$ cat src/rtl/rtc_irq_pkg.sv
package rtc_irq_pkg;
  localparam int unsigned BYTE_W = 8;
  // status byte bit positions
  localparam int unsigned ST_IRQ = 7;
  localparam int unsigned ST_PER = 6;
  localparam int unsigned ST_ALM = 5;
  localparam int unsigned ST_UPD = 4;
  // control byte bit positions
  localparam int unsigned CT_PER_EN = 6;
  localparam int unsigned CT_ALM_EN = 5;
  localparam int unsigned CT_UPD_EN = 4;
  localparam int unsigned CT_SQW_EN = 3;
  localparam int unsigned N_EVT = 3;  // per, alm, upd

  localparam logic [BYTE_W-1:0] CT_RST_CLR =
    BYTE_W'((1 << CT_PER_EN) | (1 << CT_ALM_EN) | (1 << CT_SQW_EN));
endpackage

$ cat src/rtl/rtc_field_match.sv
module rtc_field_match #(
  parameter int unsigned W = 8
) (
  input  logic [W-1:0] cur_i,
  input  logic [W-1:0] alm_i,
  output logic         hit_o
);
  logic wild;
  assign wild  = &alm_i[W-1 -: 2];
  assign hit_o = wild || (cur_i == alm_i);
endmodule

$ cat src/rtl/rtc_alarm_match.sv
module rtc_alarm_match #(
  parameter int unsigned W  = 8,
  parameter int unsigned NF = 3
) (
  input  logic [NF*W-1:0] cur_i,
  input  logic [NF*W-1:0] alm_i,
  output logic            match_o
);
  logic [NF-1:0] hit;

  for (genvar g = 0; g < NF; g++) begin : g_fld
    rtc_field_match #(.W(W)) i_fld (
      .cur_i (cur_i[g*W +: W]),
      .alm_i (alm_i[g*W +: W]),
      .hit_o (hit[g])
    );
  end

  assign match_o = &hit;
endmodule

$ cat src/rtl/rtc_ctl_reg.sv
module rtc_ctl_reg
  import rtc_irq_pkg::*;
#(
  parameter logic [BYTE_W-1:0] CTL_RST = 8'h02
) (
  input  logic              clk_i,
  input  logic              rst_ni,
  input  logic              wr_i,
  input  logic [BYTE_W-1:0] wdata_i,
  output logic [BYTE_W-1:0] ctl_o
);
  localparam logic [BYTE_W-1:0] RST_VAL = CTL_RST & ~CT_RST_CLR;

  always_ff @(posedge clk_i or negedge rst_ni) begin
    if (!rst_ni)   ctl_o <= RST_VAL;
    else if (wr_i) ctl_o <= wdata_i;
  end
endmodule

$ cat src/rtl/rtc_flag_reg.sv
module rtc_flag_reg
  import rtc_irq_pkg::*;
(
  input  logic              clk_i,
  input  logic              rst_ni,
  input  logic [N_EVT-1:0]  ev_i,      // {per, alm, upd}
  input  logic [N_EVT-1:0]  en_i,      // current enables
  input  logic              ctl_wr_i,
  input  logic [N_EVT-1:0]  wr_en_i,   // enables being written
  input  logic              rd_i,
  output logic [BYTE_W-1:0] flags_o
);
  logic [BYTE_W-1:0] flags_q, flags_d, base;
  logic [N_EVT-1:0]  pend, fresh, en_eff;
  logic              irq_d;

  // read clear happens before this cycle's events so new flags survive
  assign base   = rd_i ? '0 : flags_q;
  assign pend   = base[ST_PER -: N_EVT];
  assign fresh  = ev_i & ~pend;
  assign en_eff = ctl_wr_i ? wr_en_i : en_i;

  always_comb begin
    irq_d = base[ST_IRQ];
    if (ctl_wr_i) irq_d = |(wr_en_i & pend);
    if (|(fresh & en_eff)) irq_d = 1'b1;
    flags_d = '0;
    flags_d[ST_IRQ] = irq_d;
    flags_d[ST_PER -: N_EVT] = pend | ev_i;
  end

  always_ff @(posedge clk_i or negedge rst_ni) begin
    if (!rst_ni) flags_q <= '0;
    else         flags_q <= flags_d;
  end

  assign flags_o = flags_q;
endmodule

$ cat src/rtl/rtc_alarm_irq.sv
module rtc_alarm_irq
  import rtc_irq_pkg::*;
#(
  parameter logic [7:0] CTL_RST = 8'h02
) (
  input  logic       clk_i,
  input  logic       rst_ni,
  input  logic [7:0] cur_sec_i,
  input  logic [7:0] cur_min_i,
  input  logic [7:0] cur_hour_i,
  input  logic [7:0] alm_sec_i,
  input  logic [7:0] alm_min_i,
  input  logic [7:0] alm_hour_i,
  input  logic       upd_done_i,
  input  logic       per_flag_i,
  input  logic       ctl_wr_i,
  input  logic [7:0] ctl_wdata_i,
  input  logic       flag_rd_i,
  output logic [7:0] ctl_o,
  output logic [7:0] flags_o,
  output logic       irq_o
);
  localparam int unsigned NF = 3;

  logic             match;
  logic [N_EVT-1:0] ev;

  rtc_alarm_match #(.W(BYTE_W), .NF(NF)) i_match (
    .cur_i   ({cur_hour_i, cur_min_i, cur_sec_i}),
    .alm_i   ({alm_hour_i, alm_min_i, alm_sec_i}),
    .match_o (match)
  );

  rtc_ctl_reg #(.CTL_RST(CTL_RST)) i_ctl (
    .clk_i   (clk_i),
    .rst_ni  (rst_ni),
    .wr_i    (ctl_wr_i),
    .wdata_i (ctl_wdata_i),
    .ctl_o   (ctl_o)
  );

  assign ev = {per_flag_i, upd_done_i & match, upd_done_i};

  rtc_flag_reg i_flags (
    .clk_i    (clk_i),
    .rst_ni   (rst_ni),
    .ev_i     (ev),
    .en_i     (ctl_o[CT_PER_EN -: N_EVT]),
    .ctl_wr_i (ctl_wr_i),
    .wr_en_i  (ctl_wdata_i[CT_PER_EN -: N_EVT]),
    .rd_i     (flag_rd_i),
    .flags_o  (flags_o)
  );

  assign irq_o = flags_o[ST_IRQ];
endmodule

$ cat config.mk
export PLATFORM = sky130hd
export DESIGN_NAME = rtc_alarm_irq
export DESIGN_NICKNAME = d
export VERILOG_FILES = /design/src/rtl/rtc_irq_pkg.sv /design/src/rtl/rtc_field_match.sv /design/src/rtl/rtc_alarm_match.sv /design/src/rtl/rtc_ctl_reg.sv /design/src/rtl/rtc_flag_reg.sv /design/src/rtl/rtc_alarm_irq.sv
export SDC_FILE = /design/constraint.sdc
export NUM_CORES = 1
export LEC_CHECK = 0
export ABC_AREA = 1
export CORE_MARGIN = 1.5
export CORE_UTILIZATION = 30
export CTS_CLUSTER_SIZE = 30
export DETAILED_ROUTE_END_ITERATION = 6
export HOLD_SLACK_MARGIN = 0.08
export PLACE_DENSITY_LB_ADDON = 0.15
export SETUP_SLACK_MARGIN = 0.4
export SKIP_CTS_REPAIR_TIMING = 1
export SKIP_LAST_GASP = 1
export SLEW_MARGIN = 5
export SYNTH_ARGS = -nofsm -noshare
export SYNTH_HDL_FRONTEND = slang
export SYNTH_SLANG_ARGS = --single-unit
$ cat constraint.sdc
create_clock -name clk_i -period 1.2 [get_ports clk_i]
set_clock_uncertainty 0.15 [all_clocks]
set_input_delay 0.24 -clock clk_i [delete_from_list [all_inputs] [get_ports clk_i]]
set_output_delay 0.24 -clock clk_i [all_outputs]
set_load 0.01 [all_outputs]
* Word-level counts from Yosys, hierarchy flattened
Index checks and enable logic that the tools add are counted.
** Cells by class
- Shift operators :: 0
- Divide/modulo/power cells :: 0
- Reductions and logical operators :: 10
- Equal/unequal tests :: 3
- Muxes and demuxes :: 4
- $mul :: 0
- Bitwise operators :: 6
- $add $sub $neg :: 0
- $lt $le $gt $ge :: 0
** Operator list (number)
- $eq 8x8->1 :: 3
- $and 3x3->3 :: 3
- $mux 8 :: 1
- $reduce_and 2->1 :: 3
- $reduce_or 3->1 :: 2
- $logic_or 1x1->1 :: 3
- $mux 3 :: 1
- $not 3->3 :: 1
- $or 3x3->3 :: 1
- $reduce_and 3->1 :: 1
- $reduce_bool 3->1 :: 1
- $mux 1 :: 2
- $and 1x1->1 :: 1
** Storage, ports and cells
- Memory bits (writable) :: 0
- Memories kept :: 0
- Output and inout bits :: 17
- Latch bits :: 0
- Bits of input ports :: 62
- Register bits after elaboration :: 12
- Logic and storage cells :: 26
- Bits in read-only memories :: 0

* Logic depth before layout (Yosys ltp)
Gate-level depths: netlist (run 1).
- Depth after elaboration :: 8
- Mapped depth :: 11
- Mapped depth without buffers :: 11

* By module
From an unflattened synthesis (run 1), not the netlist that was laid out.
** Second synthesis, totals
- Cells, all modules :: 190
- Area, all modules :: 1067.3 µm²
** By module, submodules not included
- rtc_field_match :: instances 3, seq. area each 0.0 µm², cells an instance 33, area each 143.9 µm²
- rtc_ctl_reg :: instances 1, seq. area each 201.4 µm², cells an instance 34, area each 306.5 µm²
- rtc_flag_reg :: instances 1, seq. area each 100.1 µm², cells an instance 51, area each 300.3 µm²
- rtc_alarm_irq :: instances 1, seq. area each 0.0 µm², cells an instance 3, area each 15.0 µm²
- rtc_alarm_match :: instances 1, seq. area each 0.0 µm², cells an instance 3, area each 13.8 µm²

* Worst setup path before layout (run 1)
OpenSTA, ideal clock, no wires.
- Path type :: input-to-reg
- From :: in ctl_wr_i
- To :: reg i_flags.flags_q[7] (netlist: i_flags.flags_o[7])
- Arrival time :: 0.825 ns
- Slack :: 0.106 ns
- Stages :: 7
- Buffers on the path :: 1
- Cell sequence :: buf_6 -> inv_4 -> or2_1 -> o21ai_2 -> nor2_2 -> nand3_1 -> nand2_1
** Between the ends
- Cells in the longest elaborated chain, start to end :: 4
- Elaborated cells between the ends (all ways) :: 6
- Classes of those cells :: mux (3); bitwise (1); reduce/logical (2)
** Ends and longest elaborated chain
- from (decl) :: line rtc_alarm_irq.sv:16 : input logic ctl_wr_i,
- $mux 3 :: line rtc_flag_reg.sv:21 : assign en_eff = ctl_wr_i ? wr_en_i : en_i;
- $and 3x3->3 :: line rtc_flag_reg.sv:26 : if (|(fresh & en_eff)) irq_d = 1'b1;
- $reduce_or 3->1 :: line rtc_flag_reg.sv:26
- $reduce_bool 3->1 (no source line) or $mux 1 (tied branches)
- to (signal assigned) :: line rtc_flag_reg.sv:34 : else flags_q <= flags_d;
- to (decl) :: line rtc_flag_reg.sv:13 : logic [BYTE_W-1:0] flags_q, flags_d, base;
Several ways; a longest one is shown, not always the timed one.
A chain may end at the register's enable or synchronous reset.

* Final worst setup path (run 1)
- From :: reg i_ctl.ctl_o[1]
- To :: out ctl_o[1]
** RTL lines
- from (decl) :: line rtc_ctl_reg.sv:10 : output logic [BYTE_W-1:0] ctl_o
- from (signal assigned) :: line rtc_ctl_reg.sv:16 : else if (wr_i) ctl_o <= wdata_i;
- to (decl) :: line rtc_alarm_irq.sv:19 : output logic [7:0] ctl_o,
No word-level cell between the ends.

==> results of run 1 <==
-- routing by layer --
layer  vias up  global-route usage (%)
met5         -                       0
met4         0                    4.66
met3         4                    2.73
met2        34                    27.7
met1       540                    14.8
li1        670                       -
-- layout make-up --
cell class                      count  area, um^2
Fill cell                         334        1240
Timing Repair Buffer               90         741
Multi-Input combinational cell    124         627
Sequential cell                    12         302
Inverter                           33         129
Tap cell                           44        55.1
Clock buffer                        4        36.3
-- synthesized netlist by cell type --
| cell | count |
|---|---|
| buf_4 | 5 |
| conb_1 | 1 |
| dfrtp_1 | 11 |
| buf_6 | 1 |
| nand2_1 | 90 |
| inv_1 | 32 |
| or2_1 | 1 |
| nor2_2 | 1 |
| nand3_1 | 8 |
| o21ai_2 | 1 |
| a21oi_1 | 1 |
| a21oi_2 | 1 |
| inv_4 | 1 |
| nor2_1 | 6 |
| xnor2_1 | 11 |
| dfstp_2 | 1 |
-- metrics by stage --
step / cells / worst slack, ps
global route: 307 / -123
global placement: 301 / -427
floorplan: 175 / 131
CTS: 305 / -526
finish: 307 / -97.7
detailed placement: 301 / -457
-- cells in the final DEF (no fill, tap or decap) --
master / n
nand2_1: 84
clkbuf_2: 41
inv_1: 28
dlymetal6s2s_1: 18
buf_6: 12
dfrtp_1: 11
buf_4: 10
clkdlybuf4s50_1: 8
xnor2_1: 6
nor2_1: 6
nand3_1: 6
xnor2_2: 5
inv_2: 4
nand2_2: 4
conb_1: 4
clkbuf_4: 3
nand2_4: 2
nand3_2: 2
a21oi_2: 1
inv_6: 1
or2_1: 1
o21ai_4: 1
nor2_2: 1
a21oi_1: 1
clkbuf_8: 1
dfstp_2: 1
buf_12: 1
-- registers in the layout, indices dropped and copies added (netlist names) --
| name | count |
|---|---|
| i_flags.flags_o | 4 |
| i_ctl.ctl_o | 8 |
-- power by group through the flow --
stage               combinational [W]  sequential (W)  clock (W)
global route                 0.000577        0.000465   0.000345
detailed placement           0.000553        0.000467          0
global placement             0.000547        0.000466          0
finish                       0.000517        0.000461   0.000321
CTS                          0.000555        0.000459   0.000331
floorplan                    0.000193        0.000486          0
-- kinds of logic after synthesis --
| logic type | count (synthesis) | synth area share, % |
|---|---|---|
| XOR/XNOR | 11 | 9.52 |
| flip-flops | 12 | 29.8 |
| buffers and inverters | 39 | 17.3 |
| other | 1 | 0.370 |
| AO/OA/AOI/OAI | 3 | 2.22 |
| AND/OR/NAND/NOR | 106 | 40.8 |
-- final timing paths --
kind / startpoint / to / cells after the start
worst min-delay path: rst_ni / i_ctl.ctl_o[3] / 1
worst min register to register: i_ctl.ctl_o[0] / i_ctl.ctl_o[0] / 2
max in group asynchronous: rst_ni / i_ctl.ctl_o[0] / 2
worst max register to register: i_flags.flags_o[4] / i_flags.flags_o[7] / 5
worst max-delay path: i_ctl.ctl_o[1] / ctl_o[1] / 1
min in group clk_i: ctl_wdata_i[4] / i_ctl.ctl_o[4] / 3
==> metrics list, run 1 <==
- Vias per std cell: 4.07
- GP Congestion: 0.786
* Wire length of the first global-routing pass: 4040 um
* Design internal power: 0.000917 W
- GRT Resource Usage Total: 14.1%
- The initial antenna violation count was 0.
* Number of hold violations in the final report: 0
- Highest-delay cell along the critical path: dfstp_2
- Layout cell share with drive strength beyond 1: 34.2%
- Total wire length: 2820 um
- Counting I/O delays and the setup requirement, the final critical path takes 1300 ps.
- Maximum number of pins on one net before global-route repair: 8
- Wire length on met2: 1530 um
* Utilization of the core after routing: 60.4%
* Via count of the routed design: 1248
- H-tree lvl count: 1
- Antenna diodes: 0
- Quantity of I/O buffers inserted on ports: 74
* Highest fanout seen on the critical path: 2
* Sink count of the clock tree: 12
- Biggest area consumer among synthesized cells: nand2_1
- Floorplan die width: 61.1 um
* Std-Cell Rows: 20
- Post-synthesis cell area: 1010 um^2
- Overall power consumption after layout is estimated at 0.00130 W.
- Met1 Routed Length: 1090 um
* Worst hold margin: 55.1 ps
- The core region is 3130 um^2.
* Violations in the final reports: negative setup slack
* Total negative slack: -97.7 ps
- Met3 wire length: 159 um
- For the worst-skew pair, the clock arrives at the later sink with an insertion delay of 270 ps.
* Area post-placement: 1890 um^2
- Endpoint type of the worst setup path: output port
* Max Slew Vio Count: 0
- Count of buffer and inverter cells on the critical path: 1
- After layout, the worst path uses 108% of the clock period.
* CTS Buffer Depth: 2
- # Max-Cap Violations: 0
* Number of synthesis warnings: 0
* Data arrival time of the worst path: 910 ps
* Combinational share of power: 39.8%
* Worst hold path type: input pin to asynchronous set/reset pin
* Clock transition at the registers of the reported paths: 80 ps
* Net switching share of the total power: 29.4%
- Top-Level Pins: 79
* Initial standard-cell utilization of the core: 32.4%
- The finished cells cover 1890 um^2.
* Number of global-route vias before repair: 1074
- Average wire per standard cell: 9.18 um
* Worst EP required: 810 ps
- Syn-to-layout area delta: 86.6%
- Of the post-synthesis cell area, the dominant cell type holds 33.4%.
- Drt drc: 0
- Critical path startpoint category: flop
- Critical Path Max Stage Delay: 540 ps
- Crit path cell chain: buf_6
- Post-synthesis instance total: 172
- Share of synthesized area occupied by flip-flops and latches: 29.8%
- Distinct cell type count of the synthesized netlist: 16
- Power per cell area: 688 nW/um^2
- Dividing the synthesized area by the synthesized cell count gives 5.89 um^2.
- Worst Slack Setup Final: -97.7 ps
- DRT antenna net count: 0
- Worst reg2reg setup slack: 50 ps
- TritonCTS created 3 clock buffers.
- In this run, synthesis produced a sequential element count of 12.
- The analysis attributes to net switching a power of 0.000382 W.
- Die boundary height: 61.1 um
* # nets final: 326
- Global routing finished with a remaining overflow of 0.
* Highest metal layer with signal wires: met4
- Ranked by total cell area, the synthesized netlist is headed by nand2_1 33%, dfrtp_1 27%, inv_1 12%.
* Share of total power in the clock network: 24.7%
- Worst supply voltage drop on vdd: 0.227 mV
- Kind of critical path: flop to output port
- DRT Pass-1 Iters: 4
- Number of DRC markers after the initial detailed-route iteration: 14
- Setup repair after global routing missed its margin: yes
* Leakage power total: 1.26 nW
- Post-detailed-placement half-perimeter wirelength: 2230 um
* Status: finished with violations
* CTS tree: done
- Share of power burned in registers: 35.5%
- Setup violations remaining at the end of the flow were counted as 1.
- Die Outline Area: 3730 um^2
- The root buffer cell chosen for the clock tree is clkbuf_4.
- Fmax achieved: 771 MHz
- Dominant delay contributor by cell family on the critical path: flip-flops
No activity file was read; power rests on OpenSTA's default activity.
==> inputs of run 2 (changes only) <==
- ABC_AREA: 1 -> unset
==> run 2 against run 1 <==
  * The run still ends with negative setup slack left
  * Design area down 15%
  * Critical path type is now flop to flop
  * Largest power group unchanged
  * Clock-buffer cell count unchanged
  * Critical endpoint is now i_flags.flags_o[7]
  * Fmax fell by 11%
==> metrics list, run 2 <==
* Status: finished with violations
- Violations in the final reports: negative setup slack
- For this run, the leading register cell type out of synthesis is dfrtp_1.
- Leading cell types by count after synthesis: 24 x xnor2_1, 11 x dfrtp_1, 7 x mux2_2, 7 x nand4_1
- GP Congestion: 0.798
- Die boundary height: 55.3 um
* Via count of the routed design: 878
- The share of total power dissipated in combinational logic is 39.6%.
- Syn_area_per_cell: 10.6 um^2
* Share of the clock period used by the worst path after layout: 122%
* GRT Resource Usage Total: 15.7%
- Cell types with the largest area share after synthesis: dfrtp_1 34%, xnor2_1 26%, mux2_2 9.6%
- CTS placed an instance of clkbuf_4 at the clock tree root.
- Kind of critical path: flop to flop
- # nets final: 226
- The initial antenna violation count is 0.
- Number of filler cells placed in the layout: 219
- # Max-Cap Violations: 0
- Counting flops per register, the top entry is i_ctl.ctl_o.
- The synthesized design spends more area on one cell type than any other, namely dfrtp_1.
* Synth top area share: 33.6%
* Floorplan die width: 55.3 um
- Net switching share of the total power: 27.0%
* Clock buffers created by TritonCTS: 3
* Total wire length: 2400 um
* Syn-to-layout area delta: 95.4%
- In the detailed route, the total length drawn on met3 is 217 um.
- Setup repair after global routing missed its margin: yes
- CTS tree: done
* Layout cell share with drive strength beyond 1: 45.4%
* Highest-count cells in the layout ignoring fill and taps: 40 x clkbuf_2, 27 x dlymetal6s2s_1, 17 x xnor2_1
* Worst supply voltage drop on vdd: 0.514 mV
- Number of synthesis warnings: 0
- Post-synthesis cell area: 820 um^2
* Data arrival time of the worst path: 1460 ps
- Average wire per standard cell: 12.4 um
- In the post-synthesis netlist, the cell with the most instances is xnor2_1.
* Worst EP required: 1200 ps
- For this design the static power due to leakage is 0.944 nW.
- 0 antenna diodes ended up in the layout.
- For this block, the initial DRC count from the detailed router was 9.
- The min-delay analysis places its worst path in the category input pin to flop.
* Drt drc: 0
- Critical path startpoint category: flop
- Sequential elements use 36.8% of the synthesized area.
- Net switching power figure: 0.000321 W
- Crit path cell chain: a222oi_1 -> a211oi_1 -> a311oi_2 -> o21ai_1
- Die Outline Area: 3050 um^2
* Total negative slack: -610 ps
* Highest fanout seen on the critical path: 3
- Leaving out fill and tap cells, the most frequent cell in the layout is clkbuf_2.
- The synthesized design contains 12 register bits.
- Quantity of I/O buffers inserted on ports: 74
- CTS Buffer Depth: 2
- Maximum number of pins on one net before global-route repair: 8
- Dividing total power by cell area gives a power density of 741 nW/um^2.
- The first global-routing pass estimated 3870 um of wire.
- Post-detailed-placement half-perimeter wirelength: 2030 um
- The core region is 2520 um^2.
- Sink count of the clock tree: 12
* DRT antenna net count: 0
* H-tree lvl count: 1
- Fmax achieved: 684 MHz
- Share of total power in the clock network: 21.2%
- Met1 Routed Length: 946 um
- Aggregate global routing overflow: 0
- Share of flip-flops with an asynchronous set or reset: 100%
* Highest metal layer with signal wires: met3
* Top-Level Pins: 79
- Wire length on met2: 1230 um
- Clock transition at the registers of the reported paths: 80 ps
* Post-synthesis instance total: 77
* Initial standard-cell utilization of the core: 32.5%
- After detailed routing, the number of vias per cell comes to 4.55.
* Power, Total: 0.00119 W
- Number of global-route vias before repair: 922
- Across all setup checks in the final design, the least slack found is -261 ps.
- The final-report hold violation count came to 0.
- Minimum clock period: 1460 ps
- Number of flip-flops under the largest register name: 8
- Highest-delay cell along the critical path: dfrtp_1
- Area of the multi-input gates: 541 um^2
- Design internal power: 0.000866 W
- Worst reg2reg setup slack: -260 ps
- Synthesis instantiated 19 different standard cells from the library.
- In this run the core area contains 18 standard-cell rows.
- Across the whole layout, storage elements account for 302 um^2.
- Number of synthesized flops with an enable pin: 0
- Clk_lat worst skew: 270 ps
- DRT Pass-1 Iters: 4
* Max Slew Vio Count: 0
- The share of total power dissipated in sequential elements is 39.2%.
- Setup violations remaining at the end of the flow were counted as 5.
- The worst setup path is captured at a flop.
* Critical Path Max Stage Delay: 410 ps
## run 2: cells by family (layout without fill, tap and decap cells)
logic type | Yosys count | after routing | synth area share, %
xor+xnor | 24 | 24 | 25.6
mux | 8 | 8 | 11.5
flops | 12 | 12 | 36.8
compound gates | 9 | 9 | 7.63
simple gates | 16 | 16 | 11.6
other cells | 1 | 4 | 0.458
buf+inv | 7 | 90 | 6.41
## run 2: path summary, 6_finish.rpt
check                                         from                  to  cells past startpoint
worst max-delay path            i_flags.flags_o[4]  i_flags.flags_o[7]                      4
worst min-delay path                ctl_wdata_i[3]      i_ctl.ctl_o[3]                      2
worst max register to register  i_flags.flags_o[4]  i_flags.flags_o[7]                      4
worst min register to register      i_ctl.ctl_o[2]      i_ctl.ctl_o[2]                      1
max in group asynchronous                   rst_ni      i_ctl.ctl_o[6]                      2
min in group asynchronous                   rst_ni      i_ctl.ctl_o[2]                      2
## run 2: cell type report
cell class                      instances  share of cell area, %
Timing Repair Buffer                   85                   43.2
Multi-Input combinational cell         61                   33.7
Sequential cell                        12                   18.8
Clock buffer                            4                   1.64
Tap cell                               30                   2.34
Inverter                                1                  0.234
## run 2: power groups by stage
stage | clock [W] | sequential (W) | combinational [W]
final | 0.000252 | 0.000465 | 0.000470
after floorplan | 0 | 0.000490 | 0.000191
after global routing | 0.000282 | 0.000470 | 0.000512
after global placement | 0 | 0.000471 | 0.000538
after detailed placement | 0 | 0.000474 | 0.000550
after CTS | 0.000265 | 0.000466 | 0.000553
## run 2: per-stage QoR
step                      hold slack, ps  area [um^2]  instances  setup WS (ps)  util (%)
final                               82.1         1600        193           -261      63.5
after global routing                82.6         1600        193           -327      63.5
after floorplan                     -206          888         80           -180         -
after CTS                            154         1700        191           -510      67.4
after detailed placement             349         1670        187           -714      66.3
after global placement               340         1670        187           -678      66.3
## run 2: metal layers
metal	GRT usage, %	vias to the layer above
li1	-	433
met5	0	-
met2	28.9	56
met1	17.8	389
met3	3.28	0
met4	5.23	0
## run 2: critical path, delay by kind of cell (launching register included)
kind           cells  cell delay, ps
AO/OA/AOI/OAI      4             780
flip-flops         1             410
